--- config.mk ---
export PLATFORM = sky130hd
export DESIGN_NAME = dcpix_assembler
export DESIGN_NICKNAME = d
export VERILOG_FILES = /design/src/rtl/dcpix_pkg.sv /design/src/rtl/dcpix_phase_ctrl.sv /design/src/rtl/dcpix_byte_store.sv /design/src/rtl/dcpix_unpack.sv /design/src/rtl/dcpix_assembler.sv
export SDC_FILE = /design/constraint.sdc
export NUM_CORES = 1
export LEC_CHECK = 0
export BUFFER_PORTS_ARGS = -buffer_cell sky130_fd_sc_hd__buf_4
export CORE_UTILIZATION = 51
export CTS_BUF_LIST = sky130_fd_sc_hd__clkbuf_4 sky130_fd_sc_hd__clkbuf_8 sky130_fd_sc_hd__clkbuf_16
export DETAILED_ROUTE_END_ITERATION = 8
export PLACE_DENSITY = 0.76
export SYNTH_ARGS = -nofsm -noshare
export SYNTH_HDL_FRONTEND = slang
export SYNTH_HIERARCHICAL = 1
export SYNTH_SLANG_ARGS = --single-unit
--- constraint.sdc ---
create_clock -name clk -period 1.4 [get_ports clk]
set_input_delay 0.28 -clock clk [delete_from_list [all_inputs] [get_ports clk]]
set_output_delay 0.28 -clock clk [all_outputs]
set_load 0.005 [all_outputs]
--- src/rtl/dcpix_pkg.sv ---
// Shared types and colour-widening helpers for the pixel byte assembler.
// Assumes 8-bit output channels.
package dcpix_pkg;
    localparam int CH_W = 8;

    typedef struct packed {
        logic [CH_W-1:0] r;
        logic [CH_W-1:0] g;
        logic [CH_W-1:0] b;
    } rgb_t;

    // Widen a 5-bit field by repeating its top bits below it.
    function automatic logic [CH_W-1:0] widen5(input logic [4:0] f);
        return {f, f[4:2]};
    endfunction

    // Widen a 6-bit field by repeating its top bits below it.
    function automatic logic [CH_W-1:0] widen6(input logic [5:0] f);
        return {f, f[5:4]};
    endfunction
endpackage

--- src/rtl/dcpix_phase_ctrl.sv ---
// Byte-position tracker. It decides which strobe the current position
// expects, whether the byte is taken and whether it completes a pixel.
// Assumes the configuration is steady while a pixel is partly gathered.
module dcpix_phase_ctrl #(
    parameter int MAX_BYTES = 3,
    localparam int PH_W = $clog2(MAX_BYTES)
) (
    input  logic            clk,
    input  logic            rst_n,
    input  logic            blank,
    input  logic            cfg_direct,
    input  logic [1:0]      cfg_depth,
    input  logic            cfg_two_clk,
    input  logic            byte_rise,
    input  logic            byte_fall,
    output logic            take,
    output logic            last,
    output logic [PH_W-1:0] phase
);
    logic [PH_W-1:0] need_m1;
    logic            want_fall;

    // Index of the final byte for the active mode.
    always_comb begin
        if (!cfg_direct)       need_m1 = PH_W'(0);
        else if (cfg_depth[1]) need_m1 = PH_W'(MAX_BYTES - 1);
        else                   need_m1 = PH_W'(1);
    end

    // Strobe selection and take/last decode.
    always_comb begin
        want_fall = cfg_direct && !cfg_two_clk && phase[0];
        take      = !blank && (want_fall ? byte_fall : byte_rise);
        last      = take && (phase == need_m1);
    end

    // Position counter: cleared by reset or blanking, wraps after last byte.
    always_ff @(posedge clk) begin
        if (!rst_n || blank) phase <= '0;
        else if (take)       phase <= last ? '0 : phase + PH_W'(1);
    end
endmodule

--- src/rtl/dcpix_byte_store.sv ---
// Holds the earlier bytes of a pixel until its last byte arrives.
// One register per non-final byte position, built by a generate loop.
module dcpix_byte_store #(
    parameter int MAX_BYTES = 3,
    parameter int BYTE_W = 8,
    localparam int PH_W = $clog2(MAX_BYTES),
    localparam int HELD = MAX_BYTES - 1
) (
    input  logic                  clk,
    input  logic                  rst_n,
    input  logic                  take,
    input  logic [PH_W-1:0]       phase,
    input  logic [BYTE_W-1:0]     byte_in,
    output logic [HELD*BYTE_W-1:0] held
);
    for (genvar i = 0; i < HELD; i++) begin : g_slot
        // Load slot i when the byte at position i is taken.
        always_ff @(posedge clk) begin
            if (!rst_n) held[i*BYTE_W +: BYTE_W] <= '0;
            else if (take && phase == PH_W'(i))
                held[i*BYTE_W +: BYTE_W] <= byte_in;
        end
    end
endmodule

--- src/rtl/dcpix_unpack.sv ---
// Splits an assembled little-endian word into widened RGB888 channels.
// Purely combinational; the word's unused upper bits are ignored.
module dcpix_unpack
    import dcpix_pkg::*;
#(
    parameter int WORD_W = 24
) (
    input  logic              cfg_direct,
    input  logic [1:0]        cfg_depth,
    input  logic [WORD_W-1:0] word,
    output rgb_t              rgb
);
    // Field extraction per mode.
    always_comb begin
        if (!cfg_direct) begin
            rgb = '{r: '0, g: '0, b: word[7:0]};
        end else if (cfg_depth[1]) begin
            rgb = '{r: word[23:16], g: word[15:8], b: word[7:0]};
        end else if (cfg_depth[0]) begin
            rgb = '{r: widen5(word[15:11]), g: widen6(word[10:5]), b: widen5(word[4:0])};
        end else begin
            rgb = '{r: widen5(word[14:10]), g: widen5(word[9:5]), b: widen5(word[4:0])};
        end
    end
endmodule

--- src/rtl/dcpix_assembler.sv ---
// Top of the pixel byte assembler. It gathers 1, 2 or 3 bytes per pixel
// under the configured capture scheme and registers the widened RGB
// result, with a valid pulse in the cycle after the last byte is taken.
// Assumes cfg_* change only while no pixel is partly gathered.
module dcpix_assembler
    import dcpix_pkg::*;
#(
    parameter int MAX_BYTES = 3,
    parameter int BYTE_W = 8,
    localparam int PH_W = $clog2(MAX_BYTES),
    localparam int WORD_W = MAX_BYTES * BYTE_W
) (
    input  logic              clk,
    input  logic              rst_n,
    input  logic              cfg_direct,
    input  logic [1:0]        cfg_depth,
    input  logic              cfg_two_clk,
    input  logic              blank,
    input  logic [BYTE_W-1:0] byte_in,
    input  logic              byte_rise,
    input  logic              byte_fall,
    output logic              pix_valid,
    output logic [CH_W-1:0]   red,
    output logic [CH_W-1:0]   green,
    output logic [CH_W-1:0]   blue
);
    logic                         take, last;
    logic [PH_W-1:0]              phase;
    logic [(MAX_BYTES-1)*BYTE_W-1:0] held;
    logic [WORD_W-1:0]            word;
    rgb_t                         rgb_next;

    dcpix_phase_ctrl #(.MAX_BYTES(MAX_BYTES)) u_phase (
        .clk(clk), .rst_n(rst_n), .blank(blank),
        .cfg_direct(cfg_direct), .cfg_depth(cfg_depth), .cfg_two_clk(cfg_two_clk),
        .byte_rise(byte_rise), .byte_fall(byte_fall),
        .take(take), .last(last), .phase(phase)
    );

    dcpix_byte_store #(.MAX_BYTES(MAX_BYTES), .BYTE_W(BYTE_W)) u_store (
        .clk(clk), .rst_n(rst_n), .take(take), .phase(phase),
        .byte_in(byte_in), .held(held)
    );

    // Place the final byte above the held ones according to pixel size.
    always_comb begin
        word = '0;
        if (!cfg_direct)       word[BYTE_W-1:0] = byte_in;
        else if (cfg_depth[1]) word = {byte_in, held};
        else                   word[2*BYTE_W-1:0] = {byte_in, held[BYTE_W-1:0]};
    end

    dcpix_unpack #(.WORD_W(WORD_W)) u_unpack (
        .cfg_direct(cfg_direct), .cfg_depth(cfg_depth),
        .word(word), .rgb(rgb_next)
    );

    // Output register: pulse valid and load colours on pixel completion.
    always_ff @(posedge clk) begin
        if (!rst_n) begin
            pix_valid <= 1'b0;
            red       <= '0;
            green     <= '0;
            blue      <= '0;
        end else begin
            pix_valid <= last;
            if (last) begin
                red   <= rgb_next.r;
                green <= rgb_next.g;
                blue  <= rgb_next.b;
            end
        end
    end
endmodule

==> results.sh <==
export IMPL_cp_max_fo=7
export IMPL_synth_top_cells_by_count="mux2i_1 (56), nor2b_1 (44), dfxtp_1 (43), nand2_1 (26)"
export IMPL_max_slew_margin=0.712
export IMPL_avgViaCountPerCell=5.18
export IMPL_yosysMostFrequentCell="mux2i_1"
export IMPL_clk_pin_slew_ns=0.08
export IMPL_worst_hold_slack_ns=0.275
export IMPL_first_iter_violations=194
export IMPL_met3_usage=0.0488
export IMPL_cts_buffer_depth=2
export IMPL_gr_usage_met2=0.371
export IMPL_fillCellCount=414
export IMPL_crit_slowest_cell="dfxtp_4"
export IMPL_cts_sink_count=43
export IMPL_antenna_found_initial=0
export IMPL_drv_cap=0
export IMPL_clk_latency_ns=0.29
export IMPL_slowest_delay_ns=0.37
export IMPL_fin_worst_skew_ns=0.00636
export IMPL_ff_latch_area_um2=865
export IMPL_fin_tns_setup_ns=-2.78
export IMPL_htreeDepth=2
export IMPL_period_share=1.10
export IMPL_overflow=0
export IMPL_path_cells="inv_2 -> o21ai_2 -> a21oi_2 -> nor2b_4 -> buf_6 -> clkbuf_16 -> mux2i_1 -> nor2b_1"
export IMPL_syn_num_nets=284
export IMPL_syn_area_per_cell_um2=10.0
export IMPL_leakage_uw=0.00149
export IMPL_io_pins=42
export IMPL_drtPass1Iterations=4
export IMPL_max_clock_freq_mhz=650
export IMPL_synthAdderAreaFrac=0
export IMPL_ir_drop_v=0.000625
export IMPL_cts_root_buf="clkbuf_8"
export IMPL_r2r_cells=8
export IMPL_numCtsBuffers=5
export IMPL_violations="negative setup slack"
export IMPL_synth_seq_cells=43
export IMPL_synth_ff_type="dfxtp_1"
export IMPL_critPathArrivalTime_ns=1.73
export IMPL_syn_to_final_growth_pct=26.0
export IMPL_setup_ws_ns=-0.139
export IMPL_gp_congestion=0.911
export IMPL_yosys_warnings=6
export IMPL_rsz0062_at_grt="true"
export IMPL_drive_gt1_frac=0.349
export IMPL_multi_input_area_um2=1630
export IMPL_fin_crit_ns=1.54
export IMPL_synth_edf_count=0
export IMPL_wire_per_inst_um=15.0
export IMPL_synth_simple_gate_area_share=0.225
export IMPL_synth_top_cell_area_share=0.321
export IMPL_dieArea_um2=5550
export IMPL_grtUsageMet1=0.293
export IMPL_synth_distinct_cells=38
export IMPL_p_per_area_nw_per_um2=805
export IMPL_finalWirelength_um=6020
export IMPL_grt_start_max_net_pins=51
export IMPL_grt_pass1_wl_um=9270
export IMPL_nets=348
export IMPL_whs_path_depth=3
export IMPL_io_buffers=41
export IMPL_cp_start_kind="register"
export IMPL_fin_util=0.666
export IMPL_grtUsageTotal=0.222
export IMPL_core_um2=5070
export IMPL_drv_slew=0
export IMPL_max_slew_worst_pin_slew_ns=0.432
export IMPL_synthArstFlopShare=0
export IMPL_start_util=0.528
export IMPL_vias=2084
export IMPL_hpwl_um=4000
export IMPL_required_ns=1.59
export IMPL_netlist_area_um2=2680
export IMPL_synthMuxAreaShare=0.293
export IMPL_synthXorXnorAreaFrac=0
export IMPL_diodes=0
export IMPL_drcViolationCount=0
export IMPL_synth_compound_area_frac=0.0807
export IMPL_end_kind="register"
export IMPL_busiest_layer="met2"
export IMPL_min_path_type="in2reg"
export IMPL_ys_top_cells_by_area="dfxtp_1 (32%), mux2i_1 (21%), nor2b_1 (10%)"
export IMPL_hold_violations=0
export IMPL_grt_pass1_vias=1946
export IMPL_crit_type="reg2reg"
export IMPL_synth_top_family_by_area="multiplexers"
export IMPL_crit_family="flip-flops"
export IMPL_cts_tree="yes"
export IMPL_synth_top_cell_by_area="dfxtp_1"
export IMPL_p_total_uw=2720
export IMPL_setup_violations_final=33
export IMPL_postSynthCellCount=267
export IMPL_yosysSeqAreaShare=0.321
export IMPL_dieHeight_um=74.5
export IMPL_pre_cts_slack_ns=-0.323
export IMPL_rows=26
export IMPL_fp_dieW_um=74.5
export IMPL_cp_depth=8
export IMPL_drtAntennaViolNets=0
export IMPL_outcome="finished, violations left"
export IMPL_path_buf_inv=3
## cell type report
class,instances,area share
clock buffers,8,0.0307
inverters,4,0.00444
multi-input cells,201,0.483
flip-flops and latches,43,0.256
well taps,70,0.0259
repair buffers,76,0.200
## worst paths after layout
path | from | endpoint | slack [ns]
worst min register to register | u_store/held[1] | u_store/held[1] | 0.46
worst max register to register | u_phase/phase[0] | red[2] | -0.14
worst max-delay path | u_phase/phase[0] | red[2] | -0.14
worst min-delay path | blank | u_phase/phase[0] | 0.28
## cell families (layout without fill, tap and decap cells)
kind of cell    after synthesis  count (layout)
simple gates                102             102
mux                          72              72
flops                        43              43
compound gates               27              27
buf+inv                      23              88
## registers in the layout, indices dropped and copies added (netlist names)
signal	count
blue	8
green	8
pix_valid	1
red	8
u_phase/phase	2
u_store/held	16
## metrics by stage
stage / cell area [µm²] / std cells
global placement: 3140 / 388
global route: 3380 / 402
finish: 3380 / 402
floorplan: 2690 / 267
CTS: 3310 / 400
detailed placement: 3140 / 388
## routing by layer
metal,vias to the layer above,part of all wire,wire (µm)
met5,-,0,0
met4,0,0.0045,27
met3,2,0.021,126
met2,29,0.50,2980
met1,990,0.48,2890
li1,1063,-,-
## where the power goes
part	leakage, µW	total [µW]	internal (µW)	switching (µW)
clock	0.0000549	885	470	415
sequential	0.000349	1270	1250	17.0
combinational	0.00109	566	310	256
## worst reg2reg max path: stages, from the launching register on
cell and delay [ns]:
dfxtp_4 0.37, inv_2 0.07, o21ai_2 0.07, a21oi_2 0.18
nor2b_4 0.19, buf_6 0.14, clkbuf_16 0.15, mux2i_1 0.20
nor2b_1 0.06
## timing repair
item / CTS / global route
pin swaps: 1 / 2
setup endpoints to repair: 24 / 40
hold endpoints to repair: 0 / 0
buffers inserted: 3 / 0
gates resized for setup: 6 / 8
hold buffers: 0 / 0
gates cloned: 1 / 2
## placed cells by master (no fill, tap or decap), types with 2 or more instances in the layout
master      n
a21oi_1     3
mux2i_1    55
and2_1      4
nand2b_1    7
mux2_2      4
a211oi_1    8
nand3b_1    3
buf_12      3
mux2_4     12
and3_1      8
inv_2       2
dfxtp_1    42
nand2_1    26
clkbuf_16   2
a211oi_2    2
buf_6       3
clkbuf_8    7
nor2b_4     2
o211ai_1    2
buf_4      67
nor2b_1    42
and2b_1     2
o311a_1     6
(Power assumes the default switching activity.)
